[src/rtl/adc_ctrl_pkg.sv]
package adc_ctrl_pkg;
  localparam int DATA_W = 8;

  typedef enum logic [1:0] {
    ADDR_RES_LO = 2'd0,
    ADDR_RES_HI = 2'd1,
    ADDR_CTRL   = 2'd2,
    ADDR_CKSEL  = 2'd3
  } reg_addr_e;

  typedef enum logic [1:0] {
    CK_DIV_A = 2'd0,
    CK_DIV_B = 2'd1,
    CK_DIV_C = 2'd2,
    CK_DIV_X = 2'd3
  } ck_sel_e;
endpackage

[src/rtl/adc_clk_prescale.sv]
module adc_clk_prescale #(
  parameter int DIV_A = 2,
  parameter int DIV_B = 8,
  parameter int DIV_C = 32,
  localparam int MAX_DIV = (DIV_A > DIV_B) ? ((DIV_A > DIV_C) ? DIV_A : DIV_C)
                                           : ((DIV_B > DIV_C) ? DIV_B : DIV_C),
  localparam int CNT_W = $clog2(MAX_DIV) + 1
) (
  input  logic       clk_i,
  input  logic       rst_ni,
  input  logic       clr_i,
  input  logic       run_i,
  input  logic [1:0] sel_i,
  output logic       tick_o
);
  import adc_ctrl_pkg::*;

  logic [CNT_W-1:0] cnt_q;
  logic [CNT_W-1:0] lim;

  always_comb begin
    case (ck_sel_e'(sel_i))
      CK_DIV_A: lim = CNT_W'(DIV_A - 1);
      CK_DIV_B: lim = CNT_W'(DIV_B - 1);
      default:  lim = CNT_W'(DIV_C - 1);
    endcase
  end

  // >= keeps the counter bounded if the selection shrinks mid-run
  assign tick_o = run_i && !clr_i && (cnt_q >= lim);

  always_ff @(posedge clk_i or negedge rst_ni) begin
    if (!rst_ni)           cnt_q <= '0;
    else if (clr_i)        cnt_q <= '0;
    else if (!run_i)       cnt_q <= '0;
    else if (tick_o)       cnt_q <= '0;
    else                   cnt_q <= cnt_q + 1'b1;
  end

  p_tick_gap_r7: assert property (@(posedge clk_i) disable iff (!rst_ni)
    tick_o |=> !tick_o);
endmodule

[src/rtl/adc_sar_seq.sv]
module adc_sar_seq #(
  parameter int RES_W = 10,
  localparam int IDX_W = $clog2(RES_W)
) (
  input  logic             clk_i,
  input  logic             rst_ni,
  input  logic             start_i,
  input  logic             abort_i,
  input  logic             tick_i,
  input  logic             cmp_i,
  output logic             busy_o,
  output logic             done_o,
  output logic [RES_W-1:0] trial_o,
  output logic [RES_W-1:0] result_o
);
  logic             busy_q;
  logic [IDX_W-1:0] idx_q;
  logic [RES_W-1:0] trial_q;
  logic [RES_W-1:0] mask;
  logic [RES_W-1:0] keep;

  assign mask     = RES_W'(1) << idx_q;
  assign keep     = cmp_i ? trial_q : (trial_q & ~mask);
  assign done_o   = busy_q && tick_i && (idx_q == '0) && !abort_i;
  assign result_o = keep;
  assign busy_o   = busy_q;
  assign trial_o  = trial_q;

  always_ff @(posedge clk_i or negedge rst_ni) begin
    if (!rst_ni) begin
      busy_q  <= 1'b0;
      idx_q   <= '0;
      trial_q <= '0;
    end else if (abort_i) begin
      busy_q  <= 1'b0;
    end else if (start_i) begin
      busy_q  <= 1'b1;
      idx_q   <= IDX_W'(RES_W - 1);
      trial_q <= RES_W'(1) << (RES_W - 1);
    end else if (busy_q && tick_i) begin
      if (idx_q == '0) begin
        busy_q  <= 1'b0;
        trial_q <= keep;
      end else begin
        trial_q <= keep | (mask >> 1);
        idx_q   <= idx_q - 1'b1;
      end
    end
  end

  p_idx_range_r6: assert property (@(posedge clk_i) disable iff (!rst_ni)
    busy_q |-> (int'(idx_q) < RES_W));
  p_done_idle_r6: assert property (@(posedge clk_i) disable iff (!rst_ni)
    done_o |=> !busy_q);
endmodule

[src/rtl/adc_ctrl_regs.sv]
module adc_ctrl_regs #(
  parameter int RES_W = 10,
  parameter int CH_W  = 3,
  parameter int CFG_W = 3,
  parameter int DIV_A = 2,
  parameter int DIV_B = 8,
  parameter int DIV_C = 32,
  localparam int LO_W = RES_W - 8
) (
  input  logic             clk_i,
  input  logic             rst_ni,
  input  logic             we_i,
  input  logic [1:0]       addr_i,
  input  logic [7:0]       wdata_i,
  output logic [7:0]       rdata_o,
  input  logic             irq_en_i,
  output logic             irq_o,
  output logic [CH_W-1:0]  chan_o,
  output logic [CFG_W-1:0] pcfg_o,
  output logic             adc_pwr_o,
  output logic             test_o,
  input  logic             cmp_i,
  output logic [RES_W-1:0] dac_code_o
);
  import adc_ctrl_pkg::*;

  logic [CH_W-1:0]  chan_q;
  logic [CFG_W-1:0] pcfg_q;
  logic             start_q, eocb_q, test_q, irq_q;
  logic [1:0]       ck_q;
  logic [RES_W-1:0] res_q;

  logic ctrl_we, ck_we, start_rise, start_fall, cfg_chg, cfg_new_on;
  logic sar_start, sar_abort, sar_busy, sar_done, tick;
  logic [RES_W-1:0] sar_res;

  assign ctrl_we    = we_i && (reg_addr_e'(addr_i) == ADDR_CTRL);
  assign ck_we      = we_i && (reg_addr_e'(addr_i) == ADDR_CKSEL);
  assign start_rise = ctrl_we && wdata_i[7] && !start_q;
  assign start_fall = ctrl_we && !wdata_i[7] && start_q;
  assign cfg_chg    = ctrl_we && (wdata_i[CH_W +: CFG_W] != pcfg_q);
  assign cfg_new_on = |wdata_i[CH_W +: CFG_W];
  assign sar_abort  = start_rise || cfg_chg;
  assign sar_start  = start_fall && !cfg_chg && cfg_new_on;

  adc_clk_prescale #(.DIV_A(DIV_A), .DIV_B(DIV_B), .DIV_C(DIV_C)) u_presc (
    .clk_i  (clk_i),
    .rst_ni (rst_ni),
    .clr_i  (sar_start),
    .run_i  (sar_busy),
    .sel_i  (ck_q),
    .tick_o (tick)
  );

  adc_sar_seq #(.RES_W(RES_W)) u_sar (
    .clk_i    (clk_i),
    .rst_ni   (rst_ni),
    .start_i  (sar_start),
    .abort_i  (sar_abort),
    .tick_i   (tick),
    .cmp_i    (cmp_i),
    .busy_o   (sar_busy),
    .done_o   (sar_done),
    .trial_o  (dac_code_o),
    .result_o (sar_res)
  );

  always_ff @(posedge clk_i or negedge rst_ni) begin
    if (!rst_ni) begin
      chan_q  <= '0;
      pcfg_q  <= '0;
      start_q <= 1'b0;
      eocb_q  <= 1'b1;
      ck_q    <= '0;
      test_q  <= 1'b0;
      res_q   <= '0;
      irq_q   <= 1'b0;
    end else begin
      irq_q <= sar_done && irq_en_i;
      if (ctrl_we) begin
        chan_q  <= wdata_i[CH_W-1:0];
        pcfg_q  <= wdata_i[CH_W +: CFG_W];
        start_q <= wdata_i[7];
      end
      if (ck_we) begin
        ck_q   <= wdata_i[1:0];
        test_q <= wdata_i[7];
      end
      if (sar_abort)     eocb_q <= 1'b1;
      else if (sar_done) eocb_q <= 1'b0;
      if (sar_done)      res_q  <= sar_res;
    end
  end

  always_comb begin
    case (reg_addr_e'(addr_i))
      ADDR_RES_LO: rdata_o = {res_q[LO_W-1:0], {(8-LO_W){1'b0}}};
      ADDR_RES_HI: rdata_o = res_q[RES_W-1:LO_W];
      ADDR_CTRL:   rdata_o = {start_q, eocb_q, pcfg_q, chan_q};
      default:     rdata_o = {test_q, 5'b0, ck_q};
    endcase
  end

  assign irq_o     = irq_q;
  assign chan_o    = chan_q;
  assign pcfg_o    = pcfg_q;
  assign adc_pwr_o = |pcfg_q;
  assign test_o    = test_q;

  p_done_clears_flag_r6: assert property (@(posedge clk_i) disable iff (!rst_ni)
    sar_done |=> !eocb_q);
  p_busy_flag_high_r4: assert property (@(posedge clk_i) disable iff (!rst_ni)
    sar_busy |-> eocb_q);
  p_rise_sets_flag_r4: assert property (@(posedge clk_i) disable iff (!rst_ni)
    start_rise |=> (eocb_q && !sar_busy));
  p_irq_after_done_r10: assert property (@(posedge clk_i) disable iff (!rst_ni)
    irq_o |-> $past(sar_done && irq_en_i));
  p_off_idle_r5: assert property (@(posedge clk_i) disable iff (!rst_ni)
    !adc_pwr_o |-> !sar_busy);
endmodule

[config.mk]
export PLATFORM = sky130hd
export DESIGN_NAME = adc_ctrl_regs
export DESIGN_NICKNAME = d
export VERILOG_FILES = /design/src/rtl/adc_ctrl_pkg.sv /design/src/rtl/adc_clk_prescale.sv /design/src/rtl/adc_sar_seq.sv /design/src/rtl/adc_ctrl_regs.sv
export SDC_FILE = /design/constraint.sdc
export NUM_CORES = 1
export LEC_CHECK = 0
export BUFFER_PORTS_ARGS = -buffer_cell sky130_fd_sc_hd__buf_2
export CAP_MARGIN = 20
export CORE_MARGIN = 5
export CORE_UTILIZATION = 42
export CTS_BUF_LIST = sky130_fd_sc_hd__clkbuf_8
export CTS_CLUSTER_DIAMETER = 80
export CTS_CLUSTER_SIZE = 40
export DETAILED_ROUTE_END_ITERATION = 8
export PLACE_DENSITY = 0.75
export SYNTH_ARGS = -nofsm -noshare
export SYNTH_HDL_FRONTEND = slang
export SYNTH_SLANG_ARGS = --single-unit
[constraint.sdc]
create_clock -name clk_i -period 6.1 [get_ports clk_i]
set_clock_uncertainty 0.1 [all_clocks]
set_input_delay 0 -clock clk_i [delete_from_list [all_inputs] [get_ports clk_i]]
set_output_delay 0 -clock clk_i [all_outputs]
set_load 0.1 [all_outputs]
==> results.toml, run 1 <==
[finish]
final_cell_mix = "dfrtp_1, buf_2, inv_1, nand2_1, nor2_1"
nets = 289
num_antenna_cells = 0
final_common_cell = "dfrtp_1"
drive_gt1_share_pct = 28.30
syn2layout_area_growth_pct = 19.63

[place]
hpwl_mm = 3.799
portBuffers = 40
place_ws_ps = 3779
gp_congestion = 0.8288

[setup_path]
cp-end-kind = "register"
cp-startpoint = "ck_q[1]"
cp.arrival_ps = 2420
cp-start-kind = "register"
required_ps = 6180
cp_max_fo = 11
criticalPathCategory = "register to register"
r2r-start = "ck_q[1]"
worstRegToRegCells = 7

[clocking]
clock-sinks = 43
cts_buffer_depth = 2
numCtsBuffers = 5
clk_pin_slew_worst_paths_ps = 90
clockRootBuffer = "clkbuf_8"
cts_tree = "yes"
cts_setup_buffers = 0
clk_latency_ps = 290
cts_htree_levels = 2

[detailed_routing]
ant_nets = 0
first_pass_iters = 4
drc_errors = 0
wl_mm = 5.060
dr_total_vias = 1798
drt_iter0_markers = 105
post_drt_wl_per_cell_um = 15.01
routed_via_density = 5.335

[pwr]
powerDensity_nw_per_um2 = 477.0
total_leakage_power_nw = 1.321
p_seq_share_pct = 33.3
internal-power_mw = 0.6329
p_sw_mw = 0.7020
clkPwrFrac_pct = 13.0
peakVddDrop_mv = 0.3296
swShare_pct = 52.59
pwr-share-comb_pct = 53.7

[sta]
fin_setup_tns_ps = 0
slew_headroom_pct = 58.38
worst_pin_slew_ps = 619.6
min_period_ps = 2336
timing.final.ws_setup_ps = 3764
setup_viol = 0
max_freq_mhz = 428.0
fin_crit_sh_pct = 38.30
slew_violations = 0
hold_viol_final = 0
rsz0062_at_grt = "no"

[global_routing]
grt_pass1_wl_mm = 8.542
grt_pass1_vias = 1744
track_usage_pct = 14.77
antenna_found_initial = 0
overflow = 0
grt_max_degree = 44

[worst_hold_path]
hold_path_depth = 3
min_from = "we_i"
hold_class = "input pin to register"

[yosys]
ys_warn_count = 0
async_reset_ff_share_pct = 100.0
synth_edf_count = 0
synthFlopType = "dfrtp_1"
syn_area_per_cell_sq_um = 11.04
synth_cells = 212
ys_seq_area_share_pct = 46.04
synth.net_count = 237
syn_area_sq_um = 2340
yosysUniqueCellTypes = 52
synth-seq-cells = 43

[floorplan]
die_w_um = 84.64
core_area_sq_um = 5473
std_cell_rows = 27
dieArea_sq_um = 7163
die_h_um = 84.64
io_pins = 42
start_util_pct = 42.75

[run]
maxCapViolCount = 0

[run_status]
status = "completed"
## power by group through the flow
stage	sequential (mW)	combinational (mW)	clock, mW
after floorplan	0.665	0.360	0
after global placement	0.446	0.702	0
after detailed placement	0.449	0.712	0
after CTS	0.445	0.719	0.180
after global routing	0.459	0.772	0.191
final	0.445	0.716	0.174
## cells by family after synthesis
group | after synthesis | share of synthesized area (%)
buffers and inverters | 20 | 3.797
xor gates and xnor gates | 7 | 2.620
AOI/OAI and AO/OA | 60 | 18.77
and+or+nand+nor | 49 | 10.96
adders and majority gates | 10 | 5.348
DFF | 43 | 46.04
muxes | 23 | 12.46
## registers in the layout, summed over array words and instances, names as in the netlist, 2 cells and up
signal	flops
res_q	10
u_sar.trial_o	10
chan_o	3
u_presc.cnt_q	6
u_sar.idx_q	4
pcfg_o	3
ck_q	2
## path summary, 6_finish.rpt
check / to / slack, ps
setup / recovery: res_q[9] / 3760
hold / removal: test_o / 10
setup reg to reg: res_q[9] / 3760
hold reg to reg: u_sar.trial_o[6] / 410
max in group asynchronous: eocb_q / 4950
min in group asynchronous: u_presc.cnt_q[5] / 480
## what timing repair did
action / CTS / global route
hold buffers: 9 / 1
hold endpoints to repair: 53 / 2
gates resized for setup: 0 / 0
## cells in the mapped netlist, drive strengths merged (2+ instances only)
cell type,instances,area share [%]
mux2i,4,1.7
nand2,11,1.8
ha,10,5.3
a211oi,2,0.86
o21ai,9,2.1
o311ai,2,1.1
a31oi,5,1.3
a21oi,10,2.1
or3,2,0.53
buf,4,1.2
o2bb2ai,7,2.6
nand3,6,1.3
nor3,7,1.7
o31ai,2,0.64
a31o,2,0.75
nor2b,3,0.80
a21o,3,0.96
nor3b,2,0.86
nand2b,2,0.53
a21boi,5,1.6
inv,14,2.2
a22o,7,2.6
and2,2,0.53
nor2,11,1.8
clkbuf,2,0.32
xnor2,2,0.75
mux2,18,9.8
xor2,5,1.9
dfrtp,42,45
## metal layers
layer | track usage [%] | vias up | wire length, um
met3 | 3.435 | 2 | 270
met4 | 4.317 | 0 | 36
met5 | 0 | - | 0
met2 | 21.49 | 45 | 2262
met1 | 21.87 | 869 | 2491
li1 | - | 882 | -
## critical path, stage by stage, from the launching register on
cell     delay (ps)
dfrtp_1         410
nor2_1          160
ha_1            200
o21ai_0         120
o21a_1          210
nor2_1          310
and3_4          370
mux2_1          340
## final cells by class
class	instances	area, sq um
Clock buffer	5	68.82
Clock inverter	3	16.27
Fill cell	520	2674
Inverter	14	52.55
Multi-Input combinational cell	149	1174
Sequential cell	43	1077
Tap cell	72	90.09
Timing Repair Buffer	51	320.3
## through the flow
step | total power, mW | cell area (sq um) | util (%) | cells | hold slack, ps
floorplan | 1.025 | 2340 | - | 212 | -395.6
global placement | 1.148 | 2594 | 47.39 | 318 | 102.8
detailed placement | 1.162 | 2594 | 47.39 | 318 | 111.9
CTS | 1.343 | 2769 | 50.59 | 335 | 10.41
global route | 1.422 | 2799 | 51.14 | 337 | 59.13
finish | 1.335 | 2799 | 51.14 | 337 | 13.90
Power figures use the tool's default switching activity.
==> inputs of run 2 (changes only) <==
--- a/config.mk
+++ b/config.mk
@@ -5,6 +5,7 @@
 export SDC_FILE = /design/constraint.sdc
 export NUM_CORES = 1
 export LEC_CHECK = 0
+export ABC_AREA = 1
 export BUFFER_PORTS_ARGS = -buffer_cell sky130_fd_sc_hd__buf_2
 export CAP_MARGIN = 20
 export CORE_MARGIN = 5
@@ -13,7 +14,7 @@
 export CTS_CLUSTER_DIAMETER = 80
 export CTS_CLUSTER_SIZE = 40
 export DETAILED_ROUTE_END_ITERATION = 8
-export PLACE_DENSITY = 0.75
+export PLACE_DENSITY = 0.74
 export SYNTH_ARGS = -nofsm -noshare
 export SYNTH_HDL_FRONTEND = slang
 export SYNTH_SLANG_ARGS = --single-unit
==> constraint.sdc (replaced) <==
create_clock -name clk_i -period 2.26 [get_ports clk_i]
set_clock_uncertainty 0.1 [all_clocks]
set_input_delay 0 -clock clk_i [delete_from_list [all_inputs] [get_ports clk_i]]
set_output_delay 0 -clock clk_i [all_outputs]
set_load 0.1 [all_outputs]
==> results.toml, run 2 <==
[floorplan]
std_cell_rows = 28
die_w_um = 87.94
dieArea_sq_um = 7733
start_util_pct = 43.09
core_area_sq_um = 5921
die_h_um = 87.94
io_pins = 42

[run_status]
status = "completed"

[yosys]
ys_top_cells_by_count = "nand2_1, dfrtp_1, inv_1"
synthFlopType = "dfrtp_1"
synthTopCellsByArea = "dfrtp_1, nand2_1, inv_1, ha_1, o21ai_0"
ys_seq_area_share_pct = 42.23
synth-seq-cells = 43
yosysUniqueCellTypes = 33
syn_area_per_cell_sq_um = 7.923
synth.most_common_cell = "nand2_1"
async_reset_ff_share_pct = 100.0
syn_area_sq_um = 2551
synth_edf_count = 0
synth_cells = 322
synth_top_area_share_pct = 41.20
synth.net_count = 347
yosys.area.top_type = "dfrtp_1"
ys_warn_count = 0

[run]
maxCapViolCount = 0

[setup_path]
criticalPathCategory = "register to register"
critPathTopFamily = "simple AND/OR/NAND/NOR gates"
path_cells = "nor2_1 -> ha_1 -> a21oi_1 -> nor2_1 -> nor2_2 -> o21ai_4 -> nand2_4 -> nand2_2 -> o21ai_2"
r2r-start = "ck_q[1]"
cp-end-kind = "register"
cp_slowest_cell = "dfrtp_1"
cp_common_cell = "nor2_1"
max_stage_delay_ps = 390
cp-start-kind = "register"
cp-startpoint = "ck_q[1]"
cp_max_fo = 20
required_ps = 2370
worst-path-buf-inv = 0
cp.depth = 9
worstRegToRegCells = 9
cp.arrival_ps = 2180

[global_routing]
antenna_found_initial = 0
grt_pass1_vias = 2079
overflow = 0
grt_max_degree = 44
track_usage_pct = 14.80
grt_pass1_wl_mm = 9.149

[sta]
slew_headroom_pct = 67.24
fin_crit_sh_pct = 91.30
fin_hold_ws_ps = 11.47
hold_viol_final = 0
fin_setup_tns_ps = 0
setup_viol = 0
rsz0062_at_grt = "no"
slew_violations = 0
max_freq_mhz = 484.6
min_period_ps = 2063
worst_pin_slew_ps = 494.8
timing.final.ws_setup_ps = 196.6

[finish]
nFillCells = 565
final_cell_mix = "nand2_1, dfrtp_1, buf_2, inv_1"
num_antenna_cells = 0
syn2layout_area_growth_pct = 18.93
drive_gt1_share_pct = 24.66
instances_no_fill = 448
final_common_cell = "nand2_1"
nets = 397

[worst_hold_path]
hold_path_depth = 3
min_from = "we_i"
hold_class = "input pin to register"

[pwr]
p_sw_mw = 0.9628
total_leakage_power_nw = 1.599
powerDensity_nw_per_um2 = 745.2
pwr-share-comb_pct = 36.2
swShare_pct = 42.58
p_seq_share_pct = 38.9
peakVddDrop_mv = 0.4508
internal-power_mw = 1.298
clkPwrFrac_pct = 24.9
totalPowerFinal_mw = 2.261

[clocking]
clock-sinks = 43
clk_latency_ps = 290
clockRootBuffer = "clkbuf_8"
clk_pin_slew_worst_paths_ps = 80
numCtsBuffers = 5
cts_htree_levels = 2
cts_buffer_depth = 2
cts_tree = "yes"

[place]
hpwl_mm = 3.988
gp_congestion = 0.9119
portBuffers = 40
place_ws_ps = 143.2
place_inst = 429

[detailed_routing]
drc_errors = 0
routed_via_density = 4.920
dr_total_vias = 2204
post_drt_wl_per_cell_um = 11.98
drt_iter0_markers = 97
wl_mm = 5.369
ant_nets = 0
first_pass_iters = 4
## run 2: cell types whose count changed after synthesis, sizes merged, moves of 14 or more
cell / change
inv: +25
mux2: -18
nand2: +96
nand3: +19
nor2: +14
o21ai: +26
## run 2: power groups by stage
stage	Combinational, mW	Clock, mW	Sequential [mW]
global placement	0.795	0	0.892
global route	0.870	0.614	0.887
finish	0.818	0.563	0.879
CTS	0.820	0.588	0.879
floorplan	0.312	0	1.24
detailed placement	0.803	0	0.894
## run 2: area by class of cell
type | instances | area (sq um) | share of cell area, %
Multi-Input combinational cell | 229 | 1266 | 41.73
Inverter | 40 | 157.7 | 5.196
Tap cell | 75 | 93.84 | 3.093
Clock inverter | 3 | 37.54 | 1.237
Clock buffer | 5 | 68.82 | 2.268
Timing Repair Buffer | 53 | 332.8 | 10.97
Sequential cell | 43 | 1077 | 35.51
## run 2: logic make-up after synthesis
logic type / synth area share, %
simple gates: 32.47
xor+xnor: 1.717
fa+ha+maj: 4.904
compound gates: 9.956
buf+inv: 8.730
flops: 42.23
## run 2: stage by stage
step	area (sq um)	util (%)
floorplan	2566	-
global placement	2810	47.46
detailed placement	2810	47.46
CTS	3007	50.78
global route	3034	51.25
finish	3034	51.25
## run 2: worst paths after layout
check / to / slack (ps)
max: u_sar.trial_o[8] / 200
min reg2reg: res_q[6] / 390
max reg2reg: u_sar.trial_o[8] / 200
min in group asynchronous: chan_o[1] / 60
max in group asynchronous: eocb_q / 1450
min: pcfg_o[2] / 10
## run 2: timing repair
item                                    4_1_cts  5_1_grt
endpoints found under the setup margin        0       12
buffers inserted                              0        1
hold endpoints to repair                     53        0
gates resized for setup                       0        0
hold buffers                                  9        0
## run 2: routing by layer
metal	part of all wire (%)	wire length, um	global-route usage [%]
met4	1.2	67	5.160
met3	5.2	279	2.634
met1	47	2547	19.40
met2	46	2475	24.59
met5	0	0	0
## run 2: worst register-to-register path, cell delays in order, from the launching register on
cell and delay, ps:
dfrtp_1 390, nor2_1 190, ha_1 270, a21oi_1 120
nor2_1 70, nor2_2 280, o21ai_4 130, nand2_4 280
nand2_2 90, o21ai_2 60
==> inputs of run 3 (changes only) <==
==> constraint.sdc (replaced) <==
create_clock -name clk_i -period 2.26 [get_ports clk_i]
set_clock_uncertainty 0.1 [all_clocks]
set_input_delay 0.113 -clock clk_i [delete_from_list [all_inputs] [get_ports clk_i]]
set_output_delay 0.113 -clock clk_i [all_outputs]
set_load 0.1 [all_outputs]
==> results.toml, run 3 (synthesis gave the netlist of run 2 again) <==
[run_status]
status = "completed"

[run]
maxCapViolCount = 0

[sta]
max_freq_mhz = 481.1
setup_viol = 0
slew_violations = 0
fin_hold_ws_ps = 11.05
worst_pin_slew_ps = 493.1
slew_headroom_pct = 67.35
rsz0062_at_grt = "no"
min_period_ps = 2079
fin_setup_tns_ps = 0
fin_crit_sh_pct = 91.97
hold_viol_final = 0

[clocking]
clk_pin_slew_worst_paths_ps = 80
clockRootBuffer = "clkbuf_8"
hold_buffers = 5
clk_latency_ps = 290
clock-sinks = 43
cts_setup_buffers = 0
numCtsBuffers = 5
cts_resized = 0
cts_tree = "yes"
cts_buffer_depth = 2
cts_htree_levels = 2

[finish]
drive_gt1_share_pct = 25.68
nets = 394
final_cell_mix = "nand2_1, dfrtp_1, buf_2, inv_1"
num_antenna_cells = 0
final_common_cell = "nand2_1"
syn2layout_area_growth_pct = 17.61

[pwr]
total_leakage_power_nw = 1.583
peakVddDrop_mv = 0.5878
powerDensity_nw_per_um2 = 768.2

[global_routing]
overflow = 0
grt_pass1_vias = 2072
grt_max_degree = 21
antenna_found_initial = 0
track_usage_pct = 15.26
grt_pass1_wl_mm = 9.335

[detailed_routing]
post_drt_wl_per_cell_um = 12.12
first_pass_iters = 4
drc_errors = 0
drt_iter0_markers = 94
wl_mm = 5.392
dr_total_vias = 2160
routed_via_density = 4.854
ant_nets = 0

[place]
hpwl_mm = 4.176
gp_congestion = 0.9177
portBuffers = 40

[setup_path]
r2r-end = "u_sar.trial_o[1]"
cp-end-kind = "register"
worstRegToRegCells = 11
reg2reg_slack_ps = 180
criticalPathCategory = "register to register"
required_ps = 2380
cp.arrival_ps = 2190
cp-startpoint = "ck_q[1]"
r2r-start = "ck_q[1]"
cp-start-kind = "register"
cp_max_fo = 20
critPathCapture = "u_sar.trial_o[1]"

[floorplan]
core_area_sq_um = 5921
std_cell_rows = 28
dieArea_sq_um = 7733
die_h_um = 87.94
die_w_um = 87.94
start_util_pct = 43.09
io_pins = 42

[worst_hold_path]
hold_class = "input pin to register"
-- run 3: changes by cell type in the layout (fill, tap and decap cells not counted), sizes merged --
cell / delta
dlygate4sd3: -4
buf: +1
clkbuf: +1
clkinv: +1
inv: -2
-- run 3: power by group --
part           switching [mW]  internal, mW  total [mW]  leakage (nW)
sequential             0.0530         0.827       0.880         0.545
clock                   0.257         0.358       0.615        0.0612
combinational           0.666         0.143       0.809         0.977
-- run 3: how the worst min path moves through the flow --
stage	endpoint	slack, ps	start	depth (start not counted)
finish	ck_q[0]	10	wdata_i[0]	3
global route	ck_q[0]	10	wdata_i[0]	3
CTS	chan_o[0]	3	wdata_i[0]	3
detailed placement	irq_o	-9	rst_ni	1
global placement	irq_o	-5	rst_ni	1
floorplan	chan_o[0]	-280	rst_ni	0
-- run 3: critical path: stages (launching register included) --
cell     delay, ps
dfrtp_1        400
inv_1          140
ha_1           270
nand2_1         70
nand2_1         40
nand2_1         50
nand2_1         50
nor2_2         300
o21ai_4        140
nand2_4        290
nand2_2         80
o21ai_2         60
-- run 3: layer usage --
metal / wire length, um / vias to the layer above / global-route usage [%]
met5: 0 / - / 0
met4: 47 / 0 / 4.742
met3: 315 / 2 / 3.575
met2: 2472 / 45 / 24.66
met1: 2556 / 989 / 20.33
li1: - / 1124 / -
-- run 3: area by class of cell --
| class | count | area, sq um |
|---|---|---|
| clock buffers | 6 | 82.58 |
| clock inverters | 2 | 35.03 |
| fillers | 565 | 2920 |
| inverters | 40 | 157.7 |
| multi-input cells | 229 | 1266 |
| flip-flops and latches | 43 | 1077 |
| well taps | 75 | 93.84 |
| repair buffers | 50 | 287.8 |
-- run 3: stage by stage --
step	power, mW	std cells	util (%)	instance area (sq um)	worst slack (ps)
6_report	2.305	445	50.68	3000	181.4
2_1_floorplan	1.552	322	-	2566	50.76
3_5_place_dp	1.702	432	47.84	2833	193.2
4_1_cts	2.326	445	50.68	3000	159.6
3_3_place_gp	1.691	432	47.84	2833	255.3
5_1_grt	2.412	445	50.68	3000	3.531
